### src/rtl/luma_pkg.sv
package luma_pkg;

  typedef enum logic [2:0] {
    ST_IDLE  = 3'd0,
    ST_A     = 3'd1,
    ST_B     = 3'd2,
    ST_C     = 3'd3,
    ST_FLUSH = 3'd4
  } luma_state_e;

  // Operand select: bit 1 only in the third-component step, bit 0 only in
  // the second-component step; first step and flush use 2'b00.
  function automatic logic [1:0] step_select(luma_state_e s);
    return {(s == ST_C), (s == ST_B)};
  endfunction

endpackage

### src/rtl/luma_ctrl.sv
module luma_ctrl
  import luma_pkg::*;
#(
  parameter int PIXELS = 64
) (
  input  logic       clk,
  input  logic       rst_n,
  input  logic       start,
  input  logic       in_valid,
  input  logic       out_free,
  output logic       in_ready,
  output logic       step_en,
  output logic [1:0] step_sel,
  output logic       emit,
  output logic       done
);

  localparam int CNT_W = $clog2(PIXELS + 1);

  luma_state_e      st;
  logic [CNT_W-1:0] cnt;
  logic             last_pix;

  assign last_pix = (cnt == CNT_W'(PIXELS - 1));
  assign step_sel = step_select(st);

  always_comb begin
    case (st)
      ST_A:        in_ready = out_free;
      ST_B, ST_C:  in_ready = 1'b1;
      default:     in_ready = 1'b0;
    endcase
    if (st == ST_FLUSH) step_en = out_free;
    else                step_en = in_valid && in_ready;
    emit = step_en && (((st == ST_A) && (cnt != '0)) || (st == ST_FLUSH));
  end

  always_ff @(posedge clk or negedge rst_n) begin
    if (!rst_n) begin
      st   <= ST_IDLE;
      cnt  <= '0;
      done <= 1'b0;
    end else begin
      case (st)
        ST_IDLE: if (start) begin
          st   <= ST_A;
          cnt  <= '0;
          done <= 1'b0;
        end
        ST_A: if (step_en) st <= ST_B;
        ST_B: if (step_en) st <= ST_C;
        ST_C: if (step_en) begin
          cnt <= cnt + 1'b1;
          st  <= last_pix ? ST_FLUSH : ST_A;
        end
        ST_FLUSH: if (step_en) begin
          st   <= ST_IDLE;
          done <= 1'b1;
        end
        default: st <= ST_IDLE;
      endcase
    end
  end

  // steps advance in fixed order
  a_r5_a_then_b: assert property (@(posedge clk) disable iff (!rst_n)
    (st == ST_A && step_en) |=> (st == ST_B));
  a_r2_b_then_c: assert property (@(posedge clk) disable iff (!rst_n)
    (st == ST_B && step_en) |=> (st == ST_C));
  a_r4_count_bound: assert property (@(posedge clk) disable iff (!rst_n)
    cnt <= CNT_W'(PIXELS));
  a_r6_done_no_accept: assert property (@(posedge clk) disable iff (!rst_n)
    done |-> !in_ready);
  a_r6_start_ignored: assert property (@(posedge clk) disable iff (!rst_n)
    ((st == ST_A || st == ST_B || st == ST_C) && start) |=> (st != ST_IDLE));

endmodule

### src/rtl/luma_dp.sv
module luma_dp #(
  parameter int DATA_W = 8,
  parameter int FRAC_W = 8,
  parameter int COEF_A = 66,
  parameter int COEF_B = 129,
  parameter int COEF_C = 25,
  parameter int OFFSET = 16,
  localparam int ACC_W = DATA_W + FRAC_W + 2
) (
  input  logic              clk,
  input  logic              rst_n,
  input  logic              en,
  input  logic [1:0]        sel,
  input  logic [DATA_W-1:0] comp,
  output logic [ACC_W-1:0]  sum
);

  localparam int PROD_W = DATA_W + FRAC_W;
  localparam int BIAS_I = (OFFSET << FRAC_W) + (1 << (FRAC_W - 1));
  localparam logic [ACC_W-1:0] BIAS = ACC_W'(BIAS_I);

  logic [FRAC_W-1:0] coef;
  logic [PROD_W-1:0] prod;
  logic [ACC_W-1:0]  r1, r2, add_b;

  // Single multiplier with coefficient multiplexer
  always_comb begin
    case (sel)
      2'b01:   coef = FRAC_W'(COEF_B);
      2'b10:   coef = FRAC_W'(COEF_C);
      default: coef = FRAC_W'(COEF_A);
    endcase
    prod = PROD_W'(comp) * PROD_W'(coef);
  end

  // Single adder: r1 plus either the bias (second step) or r2
  assign add_b = (sel == 2'b01) ? BIAS : r2;
  assign sum   = r1 + add_b;

  // Value registers, written on every working step
  always_ff @(posedge clk or negedge rst_n) begin
    if (!rst_n) begin
      r1 <= '0;
      r2 <= '0;
    end else if (en) begin
      if (sel == 2'b00) begin
        r1 <= ACC_W'(prod);
        r2 <= sum;
      end else begin
        r1 <= sum;
        r2 <= ACC_W'(prod);
      end
    end
  end

endmodule

### src/rtl/luma_out.sv
module luma_out #(
  parameter int DATA_W = 8,
  parameter int FRAC_W = 8,
  parameter int ACC_W  = 18
) (
  input  logic              clk,
  input  logic              rst_n,
  input  logic              load,
  input  logic [ACC_W-1:0]  sum_in,
  input  logic              out_ready,
  output logic              out_valid,
  output logic [DATA_W-1:0] out_data,
  output logic              out_free
);

  localparam logic [ACC_W-1:0] MAXV = ACC_W'((1 << DATA_W) - 1);

  logic [ACC_W-1:0]  shifted;
  logic [DATA_W-1:0] clamped;

  assign shifted  = sum_in >> FRAC_W;
  assign clamped  = (shifted > MAXV) ? '1 : shifted[DATA_W-1:0];
  assign out_free = !out_valid || out_ready;

  always_ff @(posedge clk or negedge rst_n) begin
    if (!rst_n) begin
      out_valid <= 1'b0;
      out_data  <= '0;
    end else if (load) begin
      out_valid <= 1'b1;
      out_data  <= clamped;
    end else if (out_ready) begin
      out_valid <= 1'b0;
    end
  end

  a_r3_hold_output: assert property (@(posedge clk) disable iff (!rst_n)
    (out_valid && !out_ready) |=> (out_valid && $stable(out_data)));

endmodule

### src/rtl/luma_rgb_engine.sv
module luma_rgb_engine #(
  parameter int PIXELS = 64,
  parameter int DATA_W = 8,
  parameter int FRAC_W = 8,
  parameter int COEF_A = 66,
  parameter int COEF_B = 129,
  parameter int COEF_C = 25,
  parameter int OFFSET = 16
) (
  input  logic              clk,
  input  logic              rst_n,
  input  logic              start,
  input  logic              in_valid,
  output logic              in_ready,
  input  logic [DATA_W-1:0] in_data,
  output logic              out_valid,
  input  logic              out_ready,
  output logic [DATA_W-1:0] out_data,
  output logic              done
);

  localparam int ACC_W  = DATA_W + FRAC_W + 2;
  localparam int BIAS_I = (OFFSET << FRAC_W) + (1 << (FRAC_W - 1));

  logic             step_en, emit, out_free;
  logic [1:0]       step_sel;
  logic [ACC_W-1:0] dp_sum;

  luma_ctrl #(.PIXELS(PIXELS)) u_ctrl (
    .clk(clk), .rst_n(rst_n), .start(start), .in_valid(in_valid),
    .out_free(out_free), .in_ready(in_ready), .step_en(step_en),
    .step_sel(step_sel), .emit(emit), .done(done)
  );

  luma_dp #(
    .DATA_W(DATA_W), .FRAC_W(FRAC_W), .COEF_A(COEF_A),
    .COEF_B(COEF_B), .COEF_C(COEF_C), .OFFSET(OFFSET)
  ) u_dp (
    .clk(clk), .rst_n(rst_n), .en(step_en), .sel(step_sel),
    .comp(in_data), .sum(dp_sum)
  );

  luma_out #(.DATA_W(DATA_W), .FRAC_W(FRAC_W), .ACC_W(ACC_W)) u_out (
    .clk(clk), .rst_n(rst_n), .load(emit), .sum_in(dp_sum),
    .out_ready(out_ready), .out_valid(out_valid), .out_data(out_data),
    .out_free(out_free)
  );

  // every emitted sum carries offset and rounding bias
  a_r1_bias_present: assert property (@(posedge clk) disable iff (!rst_n)
    emit |-> (dp_sum >= ACC_W'(BIAS_I)));

endmodule

### config.mk
export PLATFORM = sky130hd
export DESIGN_NAME = luma_rgb_engine
export DESIGN_NICKNAME = d
export VERILOG_FILES = /design/src/rtl/luma_pkg.sv /design/src/rtl/luma_ctrl.sv /design/src/rtl/luma_dp.sv /design/src/rtl/luma_out.sv /design/src/rtl/luma_rgb_engine.sv
export SDC_FILE = /design/constraint.sdc
export NUM_CORES = 1
export LEC_CHECK = 0
export CAP_MARGIN = 20
export CORE_AREA = 4 4 101 103
export DETAILED_ROUTE_END_ITERATION = 6
export DIE_AREA = 0 0 105 107
export DONT_BUFFER_PORTS = 1
export PLACE_DENSITY = 0.66
export SLEW_MARGIN = 20
export SYNTH_ARGS = -nofsm -noshare
export SYNTH_HDL_FRONTEND = slang
export SYNTH_SLANG_ARGS = --single-unit
### constraint.sdc
create_clock -name clk -period 9.9 [get_ports clk]
set_clock_uncertainty 0.1 [all_clocks]
set_input_delay 0.495 -clock clk [delete_from_list [all_inputs] [get_ports clk]]
set_output_delay 0.495 -clock clk [all_outputs]
set_load 0.02 [all_outputs]
# Word-level counts from Yosys, hierarchy flattened

Cells that the tools add are included.

Add/sub/neg operators: 2
$mul: 1
Divide/modulo/power cells: 0
$lt $le $gt $ge: 1
Eq/ne operators: 12
Shifts and indexed selects: 0
Multiplexer cells: 22
Bitwise gates (word level): 0
Reductions and logical operators: 16

Operator list:

| cell                                                 | number |
|---|---|
| two-way mux 18 bit                                   | 3 |
| adder 18 bit                                         | 1 |
| two-way mux 3 bit                                    | 6 |
| multiplier 8 x 8 -> 16 bit                           | 1 |
| one-hot mux 8 bit (2 select lines)                   | 1 |
| one-hot mux 3 bit (5 select lines)                   | 1 |
| two-way mux 7 bit                                    | 2 |
| one-hot mux 7 bit (2 select lines)                   | 1 |
| > comparator 10 x 8 -> 1 bit (second input constant) | 1 |
| inequality test 2 bit (second input constant)        | 5 |
| two-way mux 8 bit                                    | 1 |
| adder 7 x 1 -> 7 bit (second input constant)         | 1 |
| == test 7 x 6 -> 1 bit (second input constant)       | 1 |
| nonzero test 7 bit                                   | 1 |
| == test 3 x 2 -> 1 bit (second input constant)       | 2 |
| AND reduction 3 bit                                  | 2 |
| nonzero test 2 bit                                   | 3 |
| two-way mux 1 bit                                    | 5 |
| AND reduction 5 bit                                  | 1 |
| one-hot mux 1 bit (2 select lines)                   | 2 |
| == test 3 x 1 -> 1 bit (second input constant)       | 1 |
| == test 3 bit (second input constant)                | 1 |
| logical AND 1 bit                                    | 3 |
| zero test 3 bit                                      | 1 |
| 6 further kinds                                      | 7 |

Register bits after elaboration: 56
Latch bits: 0
Memory bits (writable): 0
Memory bits (read-only): 0
Bits of input ports: 13
Output and inout bits: 11
Word-level logic and storage cells: 61
Memories: 0

# Logic depth before layout (Yosys ltp)

Word-level depth: 7
Gate-level depth with buffers: 23
Mapped depth without buffers: 19

# Cells and area by module

From an unflattened synthesis, not the netlist that was laid out.

Cells, all modules: 625
Area total of the unflattened synthesis: 5413.9 sq um

Modules (own cells, without submodules):

| module    | times used | cells an instance | area each (sq um) |
|---|---|---|---|
| luma_dp   | 1          | 509               | 4350.4 |
| luma_ctrl | 1          | 77                | 674.4 |
| luma_out  | 1          | 39                | 389.1 |

# Least setup slack after synthesis

Ideal clock, no wire load.

Path type: reg2reg
Start: register u_ctrl.st[1]
End: register u_dp.r1[13]
Library setup time: 0.087 ns
Arrival time: 4.909 ns
Path slack: 4.805 ns
Cell stages (with the launch flop): 24
Path buffers: 4
Cells stage by stage: dfrtp_1 > buf_2 > nor2b_1 > clkbuf_1 > clkbuf_1 > clkbuf_1 > nand2_1 > nor2_1 > ha_1 > inv_1 > fa_1 > inv_1 > fa_1 > inv_1 > fa_1 > inv_1 > ha_1 > o21a_1 > o21a_1 > o22ai_1 > o21ai_0 > xnor2_1 > or2_2 > o211ai_1

Longest elaborated chain between the ends: 5

RTL lines:

| item                                                       | RTL line                        | source |
|---|---|---|
| start, declared                                            | luma_ctrl.sv:20                 | `luma_state_e st;` |
| start signal, assigned                                     | luma_ctrl.sv:54                 | `st <= last_pix ? ST_FLUSH : ST_A;` |
| == test 3 x 2 -> 1 bit                                     | luma_pkg.sv:14, luma_ctrl.sv:28 |  |
| == test 2 bit (tied with other cells)                      | luma_dp.sv:28                   | `case (sel)` |
| one-hot mux 8 bit (2 select lines) (tied with other cells) | luma_dp.sv:28                   |  |
| multiplier 8 x 8 -> 16 bit (tied with other cells)         | luma_dp.sv:33                   | `prod = PROD_W'(comp) * PROD_W'(coef);` |
| two-way mux 18 bit or two-way mux 1 bit (tied branches)    | luma_dp.sv:46, luma_ctrl.sv:33  |  |
| end signal, assigned                                       | luma_dp.sv:47                   | `r1 <= ACC_W'(prod);` |
| end signal, assigned                                       | luma_dp.sv:50                   | `r1 <= sum;` |
| end, declared                                              | luma_dp.sv:24                   | `logic [ACC_W-1:0] r1, r2, add_b;` |

Parallel ways exist; a longest one is shown, timed or not.
A chain may end at the register's enable or synchronous reset.

# Worst setup path after layout

Start: register u_ctrl.st[2]
End: register u_dp.r2[13]

Longest elaborated chain between the ends: 5

RTL lines:

| item                                                       | RTL line                        | source |
|---|---|---|
| == test 3 x 2 -> 1 bit                                     | luma_pkg.sv:14, luma_ctrl.sv:28 |  |
| == test 2 bit (tied with other cells)                      | luma_dp.sv:28                   |  |
| one-hot mux 8 bit (2 select lines) (tied with other cells) | luma_dp.sv:28                   |  |
| multiplier 8 x 8 -> 16 bit (tied with other cells)         | luma_dp.sv:33                   |  |
| two-way mux 18 bit or two-way mux 1 bit (tied branches)    | luma_dp.sv:46, luma_ctrl.sv:33  |  |
| end signal, assigned                                       | luma_dp.sv:48                   | `r2 <= sum;` |
| end signal, assigned                                       | luma_dp.sv:51                   | `r2 <= ACC_W'(prod);` |
| end, declared                                              | luma_dp.sv:24                   |  |

Parallel ways exist; a longest one is shown, timed or not.

==> flow_summary.ini <==
[synthesis]
synth-async-reset-ratio_pct = 100
synth-main-ff-cell = dfrtp_1
syn_area_um2 = 5100
synth_cells = 587
seq_area_frac_synth_pct = 27.5
synth-seq-cells = 56
synth_edf_count = 0
ys_warn_count = 0
synth_cell_types = 52
synth_area_per_cell_um2 = 8.69

[placement]
gp_congestion = 0.897
portBuffers = 0
place_hpwl_um = 8560

[critical_path]
crit_required_ns = 10.04
critPathMaxFanout = 18
regToRegSetupSlack_ns = 4.59
endpoint_kind = flip-flop
crit_path_start_kind = flip-flop
crit_arrival_ns = 5.45
path_class = flip-flop to flip-flop

[global_routing]
grt.total_usage_pct = 20.6
grt_pass1_wl_um = 19200
grt_pass1_vias = 3972
antenna_found_initial = 0
grt_max_degree = 59
grt_overflow = 0

[final_layout]
diodes = 0
drive_above_1_share_pct = 5.87
regArea_um2 = 1400
nNetsFinal = 673
area_delta_synth_final_pct = 4.22
nFillCells = 813
multiInputGateArea_um2 = 3440
final_cell_mix = nand2_1 (61), ha_1 (61), dfrtp_1 (56), nor2_1 (49), inv_1 (46)

[drt]
drt-initial-drc-count = 212
wl_per_cell_um = 16.0
vias = 3941
drtAntennaViolNets = 0
drc_errors = 0
finalWirelength_um = 11000
avgViaCountPerCell = 5.71
firstDrtPassIters = 4

[timing]
tns_ns = 0
hold_viol = 0
finalSetupViolCount = 0
fin_crit_ns = 5.31
tightest_slew_ns = 1.01
drv_slew = 0
fmax_ghz = 0.188
relSlewSlack_pct = 32.1
grt_setup_unrepaired = false
min_period_over_period_pct = 53.7

[clock_network]
cts.sinks = 56
insertion_delay_ns = 0.31
path_clk_slew_ns = 0.11
cts_buffers = 5
ctsHtreeMaxLevel = 2
root_buffer = clkbuf_8
cts_tree = built
cts_buffer_depth = 2

[die]
die_h_um = 107
die_area_um2 = 11200
die_w_um = 105
start_util_pct = 55.5
ioPinCount = 24
num_rows = 35
core_region_area_um2 = 9200

[worst_hold_path]
hp-class = primary input to flip-flop

[status]
status = complete, no violations

[job]
maxCapViolCount = 0
==> synthesized netlist by cell type, types with 9 or more instances <==
cell | n | area (µm²)
a21oi_1 | 38 | 190
a31oi_1 | 11 | 68.8
xor2_1 | 14 | 123
xnor2_1 | 21 | 184
nor2_1 | 49 | 184
and2_1 | 10 | 62.6
mux2i_1 | 9 | 90.1
nor2b_1 | 18 | 113
o21ai_0 | 42 | 210
ha_1 | 61 | 763
a21o_1 | 10 | 75.1
nand2_1 | 61 | 229
and3_1 | 14 | 87.6
inv_1 | 46 | 173
clkbuf_1 | 15 | 56.3
dfrtp_1 | 56 | 1400
fa_1 | 21 | 420
==> through the flow <==
| stage | hold WS, ns | cells | instance area [µm²] | utilization, % | setup WS, ns |
|---|---|---|---|---|---|
| 2_1_floorplan | 0.0994 | 589 | 5110 | - | 4.80 |
| 3_5_place_dp | 0.101 | 680 | 5180 | 56.4 | 4.62 |
| 6_report | 0.290 | 690 | 5320 | 57.8 | 4.59 |
| 5_1_grt | 0.307 | 690 | 5320 | 57.8 | 4.22 |
| 3_3_place_gp | 0.102 | 680 | 5180 | 56.4 | 4.68 |
| 4_1_cts | 0.284 | 690 | 5320 | 57.8 | 4.58 |
==> metal layers <==
metal / routed length, µm / share of wire [%] / GRT usage (%)
met1: 5430 / 49 / 29.5
met2: 4900 / 44 / 32.3
met3: 418 / 3.8 / 2.47
met4: 275 / 2.5 / 7.40
met5: 0 / 0 / 0
==> sequential cells by signal (all words and copies together), names as in the netlist <==
register and cells:
u_ctrl.cnt 7, u_ctrl.done 1, u_ctrl.st 3, u_dp.r1 18
u_dp.r2 18, u_out.out_data 8, u_out.out_valid 1
==> area by class of cell <==
| type | count | area share (%) |
|---|---|---|
| clock inverters | 3 | 0.518 |
| flip-flops and latches | 56 | 26.4 |
| clock buffers | 5 | 1.29 |
| multi-input cells | 463 | 64.7 |
| repair buffers | 6 | 1.27 |
| inverters | 46 | 3.25 |
| well taps | 111 | 2.61 |
==> worst max-delay path, cell delays in order (launching register included) <==
cell	delay (ns)
dfrtp_1	0.53
nand2b_1	0.57
and2_1	0.37
ha_1	0.27
inv_1	0.05
fa_1	0.52
inv_1	0.05
fa_1	0.52
inv_1	0.05
fa_1	0.52
inv_1	0.04
ha_1	0.36
o21a_1	0.19
o21a_1	0.16
o22ai_1	0.24
o21ai_0	0.16
xnor2_1	0.14
or2_2	0.28
o211ai_1	0.09
==> path summary, 6_finish.rpt <==
kind,end,startpoint,cells past startpoint
max,u_dp.r2[13],u_ctrl.st[2],18
min,u_dp.r2[0],in_data[0],2
max reg2reg,u_dp.r2[13],u_ctrl.st[2],18
min reg2reg,u_dp.r2[5],u_dp.r2[5],1
max in group asynchronous,u_ctrl.cnt[3],rst_n,2
min in group asynchronous,u_dp.r1[8],rst_n,2
==> cell families after synthesis <==
family          count (synthesis)  share of synthesized area, %
xor+xnor                       35                          6.01
compound gates                139                          16.8
other cells                     2                         0.147
flops                          56                          27.5
mux                            15                          3.09
buf+inv                        70                          5.32
fa+ha+maj                      82                          23.2
simple gates                  188                          18.0
==> repair_timing <==
action                    in CTS  in global routing
hold endpoints to repair      56                  0
resized for setup              0                  0
setup buffers                  0                  0
hold buffers                   2                  0
Power is left out: the tool's default activity adds up to more than one toggle a clock period on the data nets, which glitch-free logic cannot reach.
